$ cat src/rtl/irq_grp_pkg.sv
package irq_grp_pkg;

  typedef enum logic [1:0] {
    REG_PEND = 2'd0,
    REG_MASK = 2'd1,
    REG_VEC  = 2'd2,
    REG_RSVD = 2'd3
  } reg_sel_e;

endpackage

$ cat src/rtl/irq_flag_bank.sv
module irq_flag_bank #(
  parameter int N = 16
) (
  input  logic         clk,
  input  logic         rst,
  input  logic [N-1:0] evt,
  input  logic [N-1:0] w1c,
  input  logic [N-1:0] vec_clr,
  output logic [N-1:0] flag_q,
  output logic [N-1:0] flag_d
);

  // set wins over any clear in the same cycle
  always_comb flag_d = (flag_q & ~(w1c | vec_clr)) | evt;

  always_ff @(posedge clk) begin
    if (rst) flag_q <= '0;
    else     flag_q <= flag_d;
  end

  // an event always leaves its flag set
  p_event_kept_r8: assert property (@(posedge clk) disable iff (rst)
    (|evt) |=> ((flag_q & $past(evt)) == $past(evt)));

  // written ones clear unless a new event lands
  p_w1c_clears_r3: assert property (@(posedge clk) disable iff (rst)
    (|w1c) |=> ((flag_q & $past(w1c) & ~$past(evt)) == '0));

  // a vector read clears at most one source
  p_single_clear_r7: assert property (@(posedge clk) disable iff (rst)
    $onehot0(vec_clr));

endmodule

$ cat src/rtl/irq_prio_enc.sv
module irq_prio_enc #(
  parameter int N     = 16,
  parameter int VEC_W = 5
) (
  input  logic [N-1:0]     req,
  output logic [N-1:0]     grant,
  output logic [VEC_W-1:0] code
);

  logic [N:0] blocked;
  assign blocked[0] = 1'b0;

  for (genvar i = 0; i < N; i++) begin : g_chain
    assign grant[i]     = req[i] & ~blocked[i];
    assign blocked[i+1] = blocked[i] | req[i];
  end

  always_comb begin
    code = '0;
    for (int i = 0; i < N; i++) begin
      if (grant[i]) code = code | VEC_W'(i + 1);
    end
  end

endmodule

$ cat src/rtl/irq_regs.sv
module irq_regs
  import irq_grp_pkg::*;
#(
  parameter int N      = 16,
  parameter int DATA_W = 16,
  parameter int VEC_W  = 5
) (
  input  logic              clk,
  input  logic              rst,
  input  logic              bus_en,
  input  logic              bus_we,
  input  logic [1:0]        bus_addr,
  input  logic [DATA_W-1:0] bus_wdata,
  input  logic [N-1:0]      flag_q,
  input  logic [VEC_W-1:0]  vec_code,
  output logic [N-1:0]      mask_q,
  output logic [N-1:0]      mask_d,
  output logic [N-1:0]      w1c,
  output logic              vec_rd,
  output logic [DATA_W-1:0] rdata,
  output logic              ack
);

  reg_sel_e sel;
  logic     wr_en, rd_en;

  always_comb begin
    sel    = reg_sel_e'(bus_addr);
    wr_en  = bus_en & bus_we;
    rd_en  = bus_en & ~bus_we;
    w1c    = (wr_en && sel == REG_PEND) ? bus_wdata[N-1:0] : '0;
    vec_rd = rd_en && sel == REG_VEC;
    mask_d = (wr_en && sel == REG_MASK) ? bus_wdata[N-1:0] : mask_q;
  end

  always_ff @(posedge clk) begin
    if (rst) begin
      mask_q <= '0;
      rdata  <= '0;
      ack    <= 1'b0;
    end else begin
      mask_q <= mask_d;
      ack    <= bus_en;
      if (rd_en) begin
        unique case (sel)
          REG_PEND: rdata <= DATA_W'(flag_q);
          REG_MASK: rdata <= DATA_W'(mask_q);
          REG_VEC:  rdata <= DATA_W'(vec_code);
          default:  rdata <= '0;
        endcase
      end
    end
  end

  // each access is acknowledged in the next cycle
  p_ack_next_r11: assert property (@(posedge clk) disable iff (rst)
    bus_en |=> ack);

  // a write to the vector address leaves the mask alone
  p_vec_write_inert_r10: assert property (@(posedge clk) disable iff (rst)
    (wr_en && sel == REG_VEC) |=> (mask_q == $past(mask_q)));

endmodule

$ cat src/rtl/irq_group_ctrl.sv
module irq_group_ctrl #(
  parameter int NUM_SRC = 16,
  parameter int DATA_W  = 16
) (
  input  logic               clk,
  input  logic               rst,
  input  logic [NUM_SRC-1:0] evt_i,
  input  logic               bus_en,
  input  logic               bus_we,
  input  logic [1:0]         bus_addr,
  input  logic [DATA_W-1:0]  bus_wdata,
  output logic [DATA_W-1:0]  bus_rdata,
  output logic               bus_ack,
  output logic               irq_o
);

  localparam int VEC_W = $clog2(NUM_SRC + 1);

  logic [NUM_SRC-1:0] flag_q, flag_d, mask_q, mask_d, w1c, grant, vec_clr, enabled;
  logic [VEC_W-1:0]   vec_code;
  logic               vec_rd;
  logic               irq_q;

  irq_flag_bank #(.N(NUM_SRC)) u_flags (
    .clk(clk), .rst(rst), .evt(evt_i), .w1c(w1c), .vec_clr(vec_clr),
    .flag_q(flag_q), .flag_d(flag_d)
  );

  assign enabled = flag_q & mask_q;

  irq_prio_enc #(.N(NUM_SRC), .VEC_W(VEC_W)) u_enc (
    .req(enabled), .grant(grant), .code(vec_code)
  );

  // only the granted source, from the same cycle's flags, is cleared
  assign vec_clr = grant & {NUM_SRC{vec_rd}};

  irq_regs #(.N(NUM_SRC), .DATA_W(DATA_W), .VEC_W(VEC_W)) u_regs (
    .clk(clk), .rst(rst), .bus_en(bus_en), .bus_we(bus_we),
    .bus_addr(bus_addr), .bus_wdata(bus_wdata), .flag_q(flag_q),
    .vec_code(vec_code), .mask_q(mask_q), .mask_d(mask_d), .w1c(w1c),
    .vec_rd(vec_rd), .rdata(bus_rdata), .ack(bus_ack)
  );

  always_ff @(posedge clk) begin
    if (rst) irq_q <= 1'b0;
    else     irq_q <= (|(flag_d & mask_d)) & ~vec_rd;
  end
  assign irq_o = irq_q;

  // request gap after each vector read
  p_irq_gap_r9: assert property (@(posedge clk) disable iff (rst)
    vec_rd |=> !irq_o);

  // request tracks enabled pending bits otherwise
  p_irq_follow_r5: assert property (@(posedge clk) disable iff (rst)
    !$past(vec_rd) |-> (irq_o == (|(flag_q & mask_q))));

  // grant is a single enabled source with nothing enabled below it
  p_grant_prio_r6: assert property (@(posedge clk) disable iff (rst)
    $onehot0(grant) && ((grant & ~enabled) == '0) &&
    (((grant - 1'b1) & enabled) == '0));

  // code is zero exactly when nothing enabled is pending
  p_code_zero_r6: assert property (@(posedge clk) disable iff (rst)
    (vec_code == '0) == (enabled == '0));

endmodule

$ cat config.mk
export PLATFORM = sky130hd
export DESIGN_NAME = irq_group_ctrl
export DESIGN_NICKNAME = d
export VERILOG_FILES = /design/src/rtl/irq_grp_pkg.sv /design/src/rtl/irq_flag_bank.sv /design/src/rtl/irq_prio_enc.sv /design/src/rtl/irq_regs.sv /design/src/rtl/irq_group_ctrl.sv
export SDC_FILE = /design/constraint.sdc
export NUM_CORES = 1
export LEC_CHECK = 0
export BUFFER_PORTS_ARGS = -buffer_cell sky130_fd_sc_hd__clkbuf_2
export CAP_MARGIN = 10
export CORE_MARGIN = 2
export CORE_UTILIZATION = 52
export CTS_BUF_LIST = sky130_fd_sc_hd__clkbuf_4 sky130_fd_sc_hd__clkbuf_8 sky130_fd_sc_hd__clkbuf_16
export CTS_CLUSTER_SIZE = 28
export DETAILED_ROUTE_END_ITERATION = 8
export PLACE_DENSITY = 0.77
export SETUP_SLACK_MARGIN = 0.4
export SLEW_MARGIN = 20
export SYNTH_ARGS = -nofsm -noshare
export SYNTH_HDL_FRONTEND = slang
export SYNTH_SLANG_ARGS = --single-unit
export TNS_END_PERCENT = 50
$ cat constraint.sdc
create_clock -name clk -period 4.4 [get_ports clk]
set_input_delay 0.44 -clock clk [delete_from_list [all_inputs] [get_ports clk]]
set_output_delay 0.44 -clock clk [all_outputs]
set_load 0.01 [all_outputs]
# Word level (Yosys, flattened, before mapping)
# Cells that the tools add are included.
# op_classes
reduce_logical	5
n_eq_ne	2
bitwise	56
mux	19
# op_table
cell	n
16-bit AND	4
16-bit one-hot mux with 3 select lines	1
16-bit two-way mux	2
4-bit two-way mux	8
16-bit OR	2
1-bit AND	18
1-bit inverter	17
16-bit inverter	1
16-bit OR reduction	1
1-bit OR	14
3-bit two-way mux	4
5-bit two-way mux	1
2-bit two-way mux	2
1-bit logical AND	3
2-bit by 1-bit equality test with 1-bit output, second input constant	1
2-bit equality test, second input constant	1
2-bit zero test	1
1-bit two-way mux	1
# word_totals
elab_cells	87
input_bits	38
reg_bits	50
out_inout_bits	18

# Depth between registers and ports, before layout
# Gate-level depths: netlist (run 1).
# depth
depth_word	25
depth_mapped	8
ltp_nobuf	6

# Cells and area by module
# A second synthesis (run 1) with hierarchy kept.
# unflattened
cells_unflattened	333
hier_area_um2	2892.8
# modules_own_cells
mod	cells_per_inst	seq_area_each_um2	instances	area_each_um2
irq_regs	155	660.6	1	1581.5
irq_flag_bank	82	320.3	1	669.4
irq_prio_enc	52	0.0	1	329.1
irq_group_ctrl	44	20.0	1	312.8

# Least setup slack after synthesis (run 1)
# No wires, ideal clock.
# synth_timing
path_type	input to register
from	input bus_addr[0]
to	register irq_q (netlist: irq_o)
n_path_buf	2
setup_ns	0.136
arrival_ns	2.028
slack_ns	2.236
path_stages	8
required_ns	4.264
cell_sequence	buf_2 > nand4b_1 > buf_2 > mux2_2 > a222oi_1 > o2111ai_1 > nor4_1 > a311oi_1
# synth_between
elab_chain_cells	10
word_cells_on_any_way	17
cone_classes	eq/ne (2); mux (2); bitwise (8); reduce/logical (5)
# synth_lines
item	line_no	text
start, declared	irq_group_ctrl.sv:10	input logic [1:0] bus_addr,
2-bit equality test / 2-bit zero test (equally long branches)	irq_regs.sv:32, irq_regs.sv:31	
1-bit logical AND (on tied branches)	irq_regs.sv:32, irq_regs.sv:31	
16-bit AND / 16-bit two-way mux (equally long branches)	irq_group_ctrl.sv:36, irq_regs.sv:31	
16-bit OR	irq_flag_bank.sv:14	always_comb flag_d = (flag_q & ~(w1c | vec_clr)) | evt;
16-bit inverter	irq_flag_bank.sv:14	
16-bit AND	irq_flag_bank.sv:14	
16-bit OR	irq_flag_bank.sv:14	
16-bit AND	irq_group_ctrl.sv:47	else irq_q <= (|(flag_d & mask_d)) & ~vec_rd;
16-bit OR reduction	irq_group_ctrl.sv:47	
1-bit AND *	irq_group_ctrl.sv:47	
end signal, assigned	irq_group_ctrl.sv:47	
end, declared	irq_group_ctrl.sv:22	logic irq_q;
# Mark *: on every way between the ends. The rest lies on a longest branch, timed or not.
# A chain may end at the register's enable or synchronous reset.

# Worst setup path after layout (run 1)
# Ends and elaborated chain as after synthesis.

==> results of run 1 <==
[metal layers]
metal | global-route usage, % | wire [um] | vias up
met5 | 0 | 0 | -
met3 | 5.28 | 498 | 11
li1 | - | - | 1232
met2 | 45.5 | 3460 | 118
met4 | 8.53 | 105 | 0
met1 | 34.4 | 3050 | 1226
[power by group through the flow]
stage | combinational, uW | sequential, uW | clock (uW)
global placement | 121 | 503 | 0
global route | 138 | 495 | 286
CTS | 124 | 492 | 270
floorplan | 77.1 | 499 | 0
finish | 126 | 493 | 270
detailed placement | 123 | 503 | 0
[registers in the layout (all words and copies together), names as in the netlist]
name            count
u_regs.rdata       16
u_flags.flag_q     16
u_regs.ack          1
u_regs.mask_q      16
irq_o               1
[stage by stage]
| stage | cells | power, uW | worst slack [ps] | hold slack [ps] | cell area (sq um) |
|---|---|---|---|---|---|
| floorplan | 305 | 576 | 2240 | 499 | 2580 |
| global placement | 413 | 624 | 1370 | 488 | 2890 |
| detailed placement | 413 | 626 | 1230 | 489 | 2890 |
| CTS | 419 | 886 | 1550 | 361 | 2970 |
| global route | 419 | 920 | 1290 | 368 | 2970 |
| finish | 419 | 888 | 1460 | 357 | 2970 |
[cell families (layout without fill, tap and decap cells)]
kind of cell | Yosys count | in the layout | share of synthesized area [%]
AO/OA/AOI/OAI | 81 | 81 | 22.4
buffers and inverters | 25 | 72 | 3.88
flip-flops | 50 | 50 | 38.8
multiplexers | 29 | 29 | 12.0
AND/OR/NAND/NOR | 120 | 120 | 23.0
[tightest hold or removal path, stage by stage]
cell	delay (ps)
clkbuf_2	70
a31oi_1	40
nor2_1	70
[layout make-up]
type                    count  share of cell area, %
repair buffers             58                   10.0
multi-input cells         230                   49.7
clock buffers               6                   2.78
inverters                   8                   1.01
flip-flops and latches     50                   33.7
well taps                  67                   2.82
[how the worst max path moves through the flow]
stage,start,endpoint,slack (ps)
floorplan,bus_addr[0],irq_o,2240
global placement,bus_addr[0],irq_o,1370
detailed placement,bus_addr[0],irq_o,1230
CTS,bus_addr[0],irq_o,1550
global route,bus_addr[0],irq_o,1290
finish,bus_addr[0],irq_o,1460
[synthesized netlist by cell type, types with 3 or more instances]
master	instances
nand3_1	9
o22ai_1	4
and2_1	4
clkbuf_1	11
mux2_2	15
mux2i_1	14
a22oi_1	15
dfxtp_1	50
a21boi_0	6
a222oi_1	3
nor3_1	3
nand2_1	27
buf_2	5
nand4b_1	3
nand3b_1	3
nand4_1	7
a31oi_1	11
o21ai_0	7
a21oi_1	14
inv_1	8
nor2_1	48
==> impl_metrics.env, run 1 <==
export IMPL_outcome="finished clean"
export IMPL_max_cap_violations=0
export IMPL_synth_seq_cells=50
export IMPL_vdd_drop_max_mv=0.153
export IMPL_grtUsageTotal_pct=26.9
export IMPL_p_clk_share_pct=30.4
export IMPL_fillers=448
export IMPL_r2r_cells=7
export IMPL_grt_pass1_vias=2407
export IMPL_cts_max_level=2
export IMPL_grt_pass1_wl_um=11400
export IMPL_hold_path_startpoint="evt_i[5]"
export IMPL_critPathLaunchType="primary input"
export IMPL_fmax_mhz=340
export IMPL_ctsResizeCount=0
export IMPL_gp_congestion=1.03
export IMPL_hpwl_um=5290
export IMPL_fin_nets=391
export IMPL_synth_area_per_cell_sq_um=8.46
export IMPL_drtPass1Iterations=6
export IMPL_yosysSeqAreaShare_pct=38.8
export IMPL_vias_per_cell=6.17
export IMPL_tns_ps=0
export IMPL_drive_gt1_share_pct=24.4
export IMPL_critPathTopFamily="simple AND/OR/NAND/NOR gates"
export IMPL_layout_commonest_cell="clkbuf_2"
export IMPL_multiInputGateArea_sq_um=1480
export IMPL_grt_max_degree=43
export IMPL_async_reset_ff_share_pct=0
export IMPL_reg2reg_to="irq_o"
export IMPL_drt_initial_drc_count=308
export IMPL_io_pins=56
export IMPL_final_util_pct=62.6
export IMPL_area_growth_pct=15.3
export IMPL_reg2reg_from="u_regs.mask_q[0]"
export IMPL_power_static_leakage_uw=0.00131
export IMPL_ctsHoldBuffers=0
export IMPL_internal_power_uw=649
export IMPL_period_share_pct=66.8
export IMPL_diodes=0
export IMPL_share_comb_of_total_power_pct=14.1
export IMPL_path_clk_slew_ps=90
export IMPL_port_buffers=55
export IMPL_arrival_ps=3090
export IMPL_synth_top_area_cell="dfxtp_1"
export IMPL_worstPathMaxFanout=17
export IMPL_grt_remaining_overflow=0
export IMPL_worst_path_stages=7
export IMPL_cts_path_max_buffers=2
export IMPL_synth_edf_count=0
export IMPL_cts_tree="done"
export IMPL_hold_path_end="u_flags.flag_q[5]"
export IMPL_routedWlPerCell_um=17.0
export IMPL_p_sw_uw=239
export IMPL_finalWirelength_um=7110
export IMPL_whs_path_depth=3
export IMPL_p_per_area_nw_per_um2=299
export IMPL_syn_nets=343
export IMPL_synth_distinct_cells=51
export IMPL_initial_core_util_pct=54.3
export IMPL_r2r_slack_ps=1610
export IMPL_period_minus_slack_ps=2940
export IMPL_cp_num_buf_inv=1
export IMPL_antenna_found_initial=0
export IMPL_worst_slew_pin_slew_ps=994
export IMPL_drc_errors=0
export IMPL_clkSinkCount=50
export IMPL_chipWidth_um=74.4
export IMPL_die_h_um=74.4
export IMPL_hold_class="in -> reg"
export IMPL_die_area_sq_um=5540
export IMPL_yosys_area_top_type_share_pct=38.8
export IMPL_criticalPathCategory="in -> reg"
export IMPL_path_cells="clkbuf_2 > nand4b_1 > mux2_2 > a222oi_1 > o2111ai_1 > nor4_1 > a311oi_1"
export IMPL_clkLatencyLatePin_ps=300
export IMPL_post_cts_buffers=0
export IMPL_crit_path_max_incr_delay_ps=630
export IMPL_synthCells=305
export IMPL_slew_headroom_pct=33.7
export IMPL_finClkSkew_ps=5.95
export IMPL_synth_flop_cell="dfxtp_1"
export IMPL_area_sequential_sq_um=1000
export IMPL_maxSlewViolCount=0
export IMPL_numCtsBuffers=5
export IMPL_cts_root_buf="clkbuf_8"
export IMPL_cp_slowest_cell="nand4b_1"
export IMPL_seqPwrFrac_pct=55.5
export IMPL_hold_viol_final=0
export IMPL_setup_violations_final=0
export IMPL_cp_data_required_time_ps=4550
export IMPL_syn_area_sq_um=2580
export IMPL_grt_setup_unrepaired="no"
export IMPL_rows=25
export IMPL_drtAntennaViolNets=0
export IMPL_ys_warn_count=0
export IMPL_cp_end_kind="flop"
export IMPL_core_sq_um=4750
export IMPL_final_cell_mix="clkbuf_2, dfxtp_1, nor2_1"
export IMPL_switching_share_pct=26.9
export IMPL_vias=2587
export IMPL_synthTopCellsByArea="dfxtp_1, nor2_1, mux2_2, mux2i_1, a22oi_1"
Note: power is estimated with default switching activity, not from simulation.
==> run 2: changes to the inputs <==
Settings changed: ABC_AREA set to 1, CORE_UTILIZATION 52 to 50, PLACE_DENSITY 0.77 to 0.76.
Clock period 4.4 ns to 2.6 ns, I/O delays scaled along.
==> impl_metrics.env, run 2 <==
export IMPL_drtPass1Iterations=5
export IMPL_diodes=0
export IMPL_ctsHoldBuffers=0
export IMPL_cts_root_buf="clkbuf_8"
export IMPL_synth_distinct_cells=30
export IMPL_chipWidth_um=80.1
export IMPL_cp_slowest_cell="dfxtp_2"
export IMPL_grt_max_degree=34
export IMPL_reg2reg_from="u_flags.flag_q[0]"
export IMPL_final_cell_area_sq_um=3420
export IMPL_cts_max_level=2
export IMPL_worstPathMaxFanout=4
export IMPL_cp_end_kind="flop"
export IMPL_hold_path_startpoint="evt_i[6]"
export IMPL_hold_class="in -> reg"
export IMPL_totalPowerFinal_uw=1810
export IMPL_hold_slack_ps=168
export IMPL_fin_nets=571
export IMPL_critPathTopFamily="simple AND/OR/NAND/NOR gates"
export IMPL_r2r_slack_ps=540
export IMPL_grt_pass1_wl_um=11800
export IMPL_arrival_ps=2270
export IMPL_cp_num_buf_inv=0
export IMPL_reg2reg_to="irq_o"
export IMPL_period_share_pct=79.1
export IMPL_drc_errors=0
export IMPL_syn_nets=514
export IMPL_crit_path_max_incr_delay_ps=350
export IMPL_grt_remaining_overflow=0
export IMPL_period_minus_slack_ps=2060
export IMPL_path_cells="nand2_4 > nand3_4 > nor2_4 > nand4_4 > nor2_4 > nand3_2 > nor2_4 > nand2_4 > nor2_4 > nand4_1 > nand2_1 > nand2_1 > nand2_1 > nand2_1 > nor2_1 > nor2_1"
export IMPL_cts_tree="done"
export IMPL_vias_per_cell=4.91
export IMPL_hold_path_end="u_flags.flag_q[6]"
export IMPL_synth_area_per_cell_sq_um=6.08
export IMPL_port_buffers=55
export IMPL_fmax_mhz=486
export IMPL_initial_core_util_pct=52.2
export IMPL_finClkSkew_ps=5.82
export IMPL_gp_congestion=0.837
export IMPL_outcome="finished clean"
export IMPL_vias=2978
export IMPL_synth_edf_count=0
export IMPL_synth_seq_cells=50
export IMPL_power_static_leakage_uw=0.00201
export IMPL_routedWlPerCell_um=11.9
export IMPL_cp_data_required_time_ps=2810
export IMPL_p_per_area_nw_per_um2=528
export IMPL_maxSlewViolCount=0
export IMPL_path_clk_slew_ps=90
export IMPL_final_cell_mix="nand2_1, inv_1, nor2_1"
export IMPL_io_pins=56
export IMPL_fillers=565
export IMPL_layout_commonest_cell="nand2_1"
export IMPL_syn_area_sq_um=2890
export IMPL_grtUsageTotal_pct=23.6
export IMPL_grt_setup_unrepaired="yes"
export IMPL_synth_top_area_cell="dfxtp_1"
export IMPL_reg_largest_list="u_flags.flag_q x16, u_regs.mask_q x16, u_regs.rdata x16"
export IMPL_rows=27
export IMPL_core_sq_um=5540
export IMPL_drive_gt1_share_pct=18.2
export IMPL_max_cap_violations=0
export IMPL_drtAntennaViolNets=0
export IMPL_r2r_cells=16
export IMPL_yosys_area_top_type_share_pct=34.6
export IMPL_yosysMostFrequentCell="nand2_1"
export IMPL_die_area_sq_um=6410
export IMPL_antenna_found_initial=0
export IMPL_synthTopCellsByCount="nand2_1, inv_1, nor2_1, dfxtp_1, o21ai_0"
export IMPL_die_h_um=80.1
export IMPL_crit_start="u_flags.flag_q[0]"
export IMPL_clkSinkCount=50
export IMPL_synthCells=476
export IMPL_synth_flop_cell="dfxtp_1"
export IMPL_worst_slew_pin_slew_ps=723
export IMPL_async_reset_ff_share_pct=0
export IMPL_yosysSeqAreaShare_pct=34.6
export IMPL_grt_pass1_vias=2711
export IMPL_synthTopCellsByArea="dfxtp_1, nand2_1, inv_1, nor2_1, o21ai_0"
export IMPL_tns_ps=0
export IMPL_vdd_drop_max_mv=0.292
export IMPL_criticalPathCategory="reg -> reg"
export IMPL_slew_headroom_pct=51.8
export IMPL_setup_violations_final=0
export IMPL_ys_warn_count=0
export IMPL_critPathLaunchType="flop"
export IMPL_hpwl_um=5510
export IMPL_clkLatencyLatePin_ps=310
export IMPL_numCtsBuffers=5
export IMPL_area_growth_pct=18.3
export IMPL_finalWirelength_um=7230
export IMPL_cts_path_max_buffers=2
export IMPL_hold_viol_final=0
export IMPL_whs_path_depth=3
export IMPL_drt_initial_drc_count=199
export IMPL_dpl_instance_area_sq_um=3240
## run 2: changes by cell type after synthesis, moves of 14 or more
cell and delta:
a22oi_1 -15, nor2_1 +14, mux2i_1 -14, inv_1 +84, nand2_1 +112, mux2_2 -15, o21ai_0 +32
## run 2: metrics by stage
stage | instances | worst slack, ps | util, %
after global routing | 606 | 382 | 61.7
after detailed placement | 596 | 385 | 58.5
after CTS | 604 | 550 | 61.0
after floorplan | 476 | 850 | -
after global placement | 596 | 498 | 58.5
final | 606 | 543 | 61.7
## run 2: cells by family (layout without fill, tap and decap cells)
family / Yosys count / after routing / share of synthesized area, %
AND/OR/NAND/NOR: 250 / 250 / 37.7
buffers and inverters: 106 / 164 / 14.3
AO/OA/AOI/OAI: 70 / 70 / 13.4
flip-flops: 50 / 50 / 34.6
## run 2: worst max path at each step
stage                 end  slack [ps]  cells after the start
floorplan           irq_o         850                     16
global placement    irq_o         500                     16
detailed placement  irq_o         380                     16
CTS                 irq_o         550                     14
global route        irq_o         380                     16
finish              irq_o         540                     16
## run 2: layout make-up
cell class                 instances  area, sq um  share of cell area (%)
timing repair buffer              64          343                    10.0
inverter                          92          345                    10.1
multi-input combinational        320         1500                    43.8
tap                               72         90.1                    2.63
sequential                        50         1010                    29.4
clock inverter                     3         68.8                    2.01
clock buffer                       5         68.8                    2.01
## run 2: repair_timing
item                       4_1_cts  5_1_grt
resized for setup                0        9
setup buffers                    0        2
setup endpoints to repair        0        2
## run 2: power by group
part           leakage (uW)  internal [uW]  switching, uW
sequential         0.000413            809           28.4
clock             0.0000683            386            276
combinational       0.00153            120            186
## run 2: worst register-to-register path, stage by stage (launching register included)
cell and delay [ps]:
dfxtp_2 350, nand2_4 90, nand3_4 90, nor2_4 180, nand4_4 110, nor2_4 140, nand3_2 100, nor2_4 160
nand2_4 90, nor2_4 100, nand4_1 110, nand2_1 120, nand2_1 60, nand2_1 60, nand2_1 60, nor2_1 100
nor2_1 50
## run 2: per-layer routing
layer	vias to the layer above	GRT usage (%)	wire length, um
met5	-	0	0
met4	0	9.15	118
met3	10	4.61	425
met2	81	39.1	3440
met1	1314	30.2	3250
li1	1573	-	-
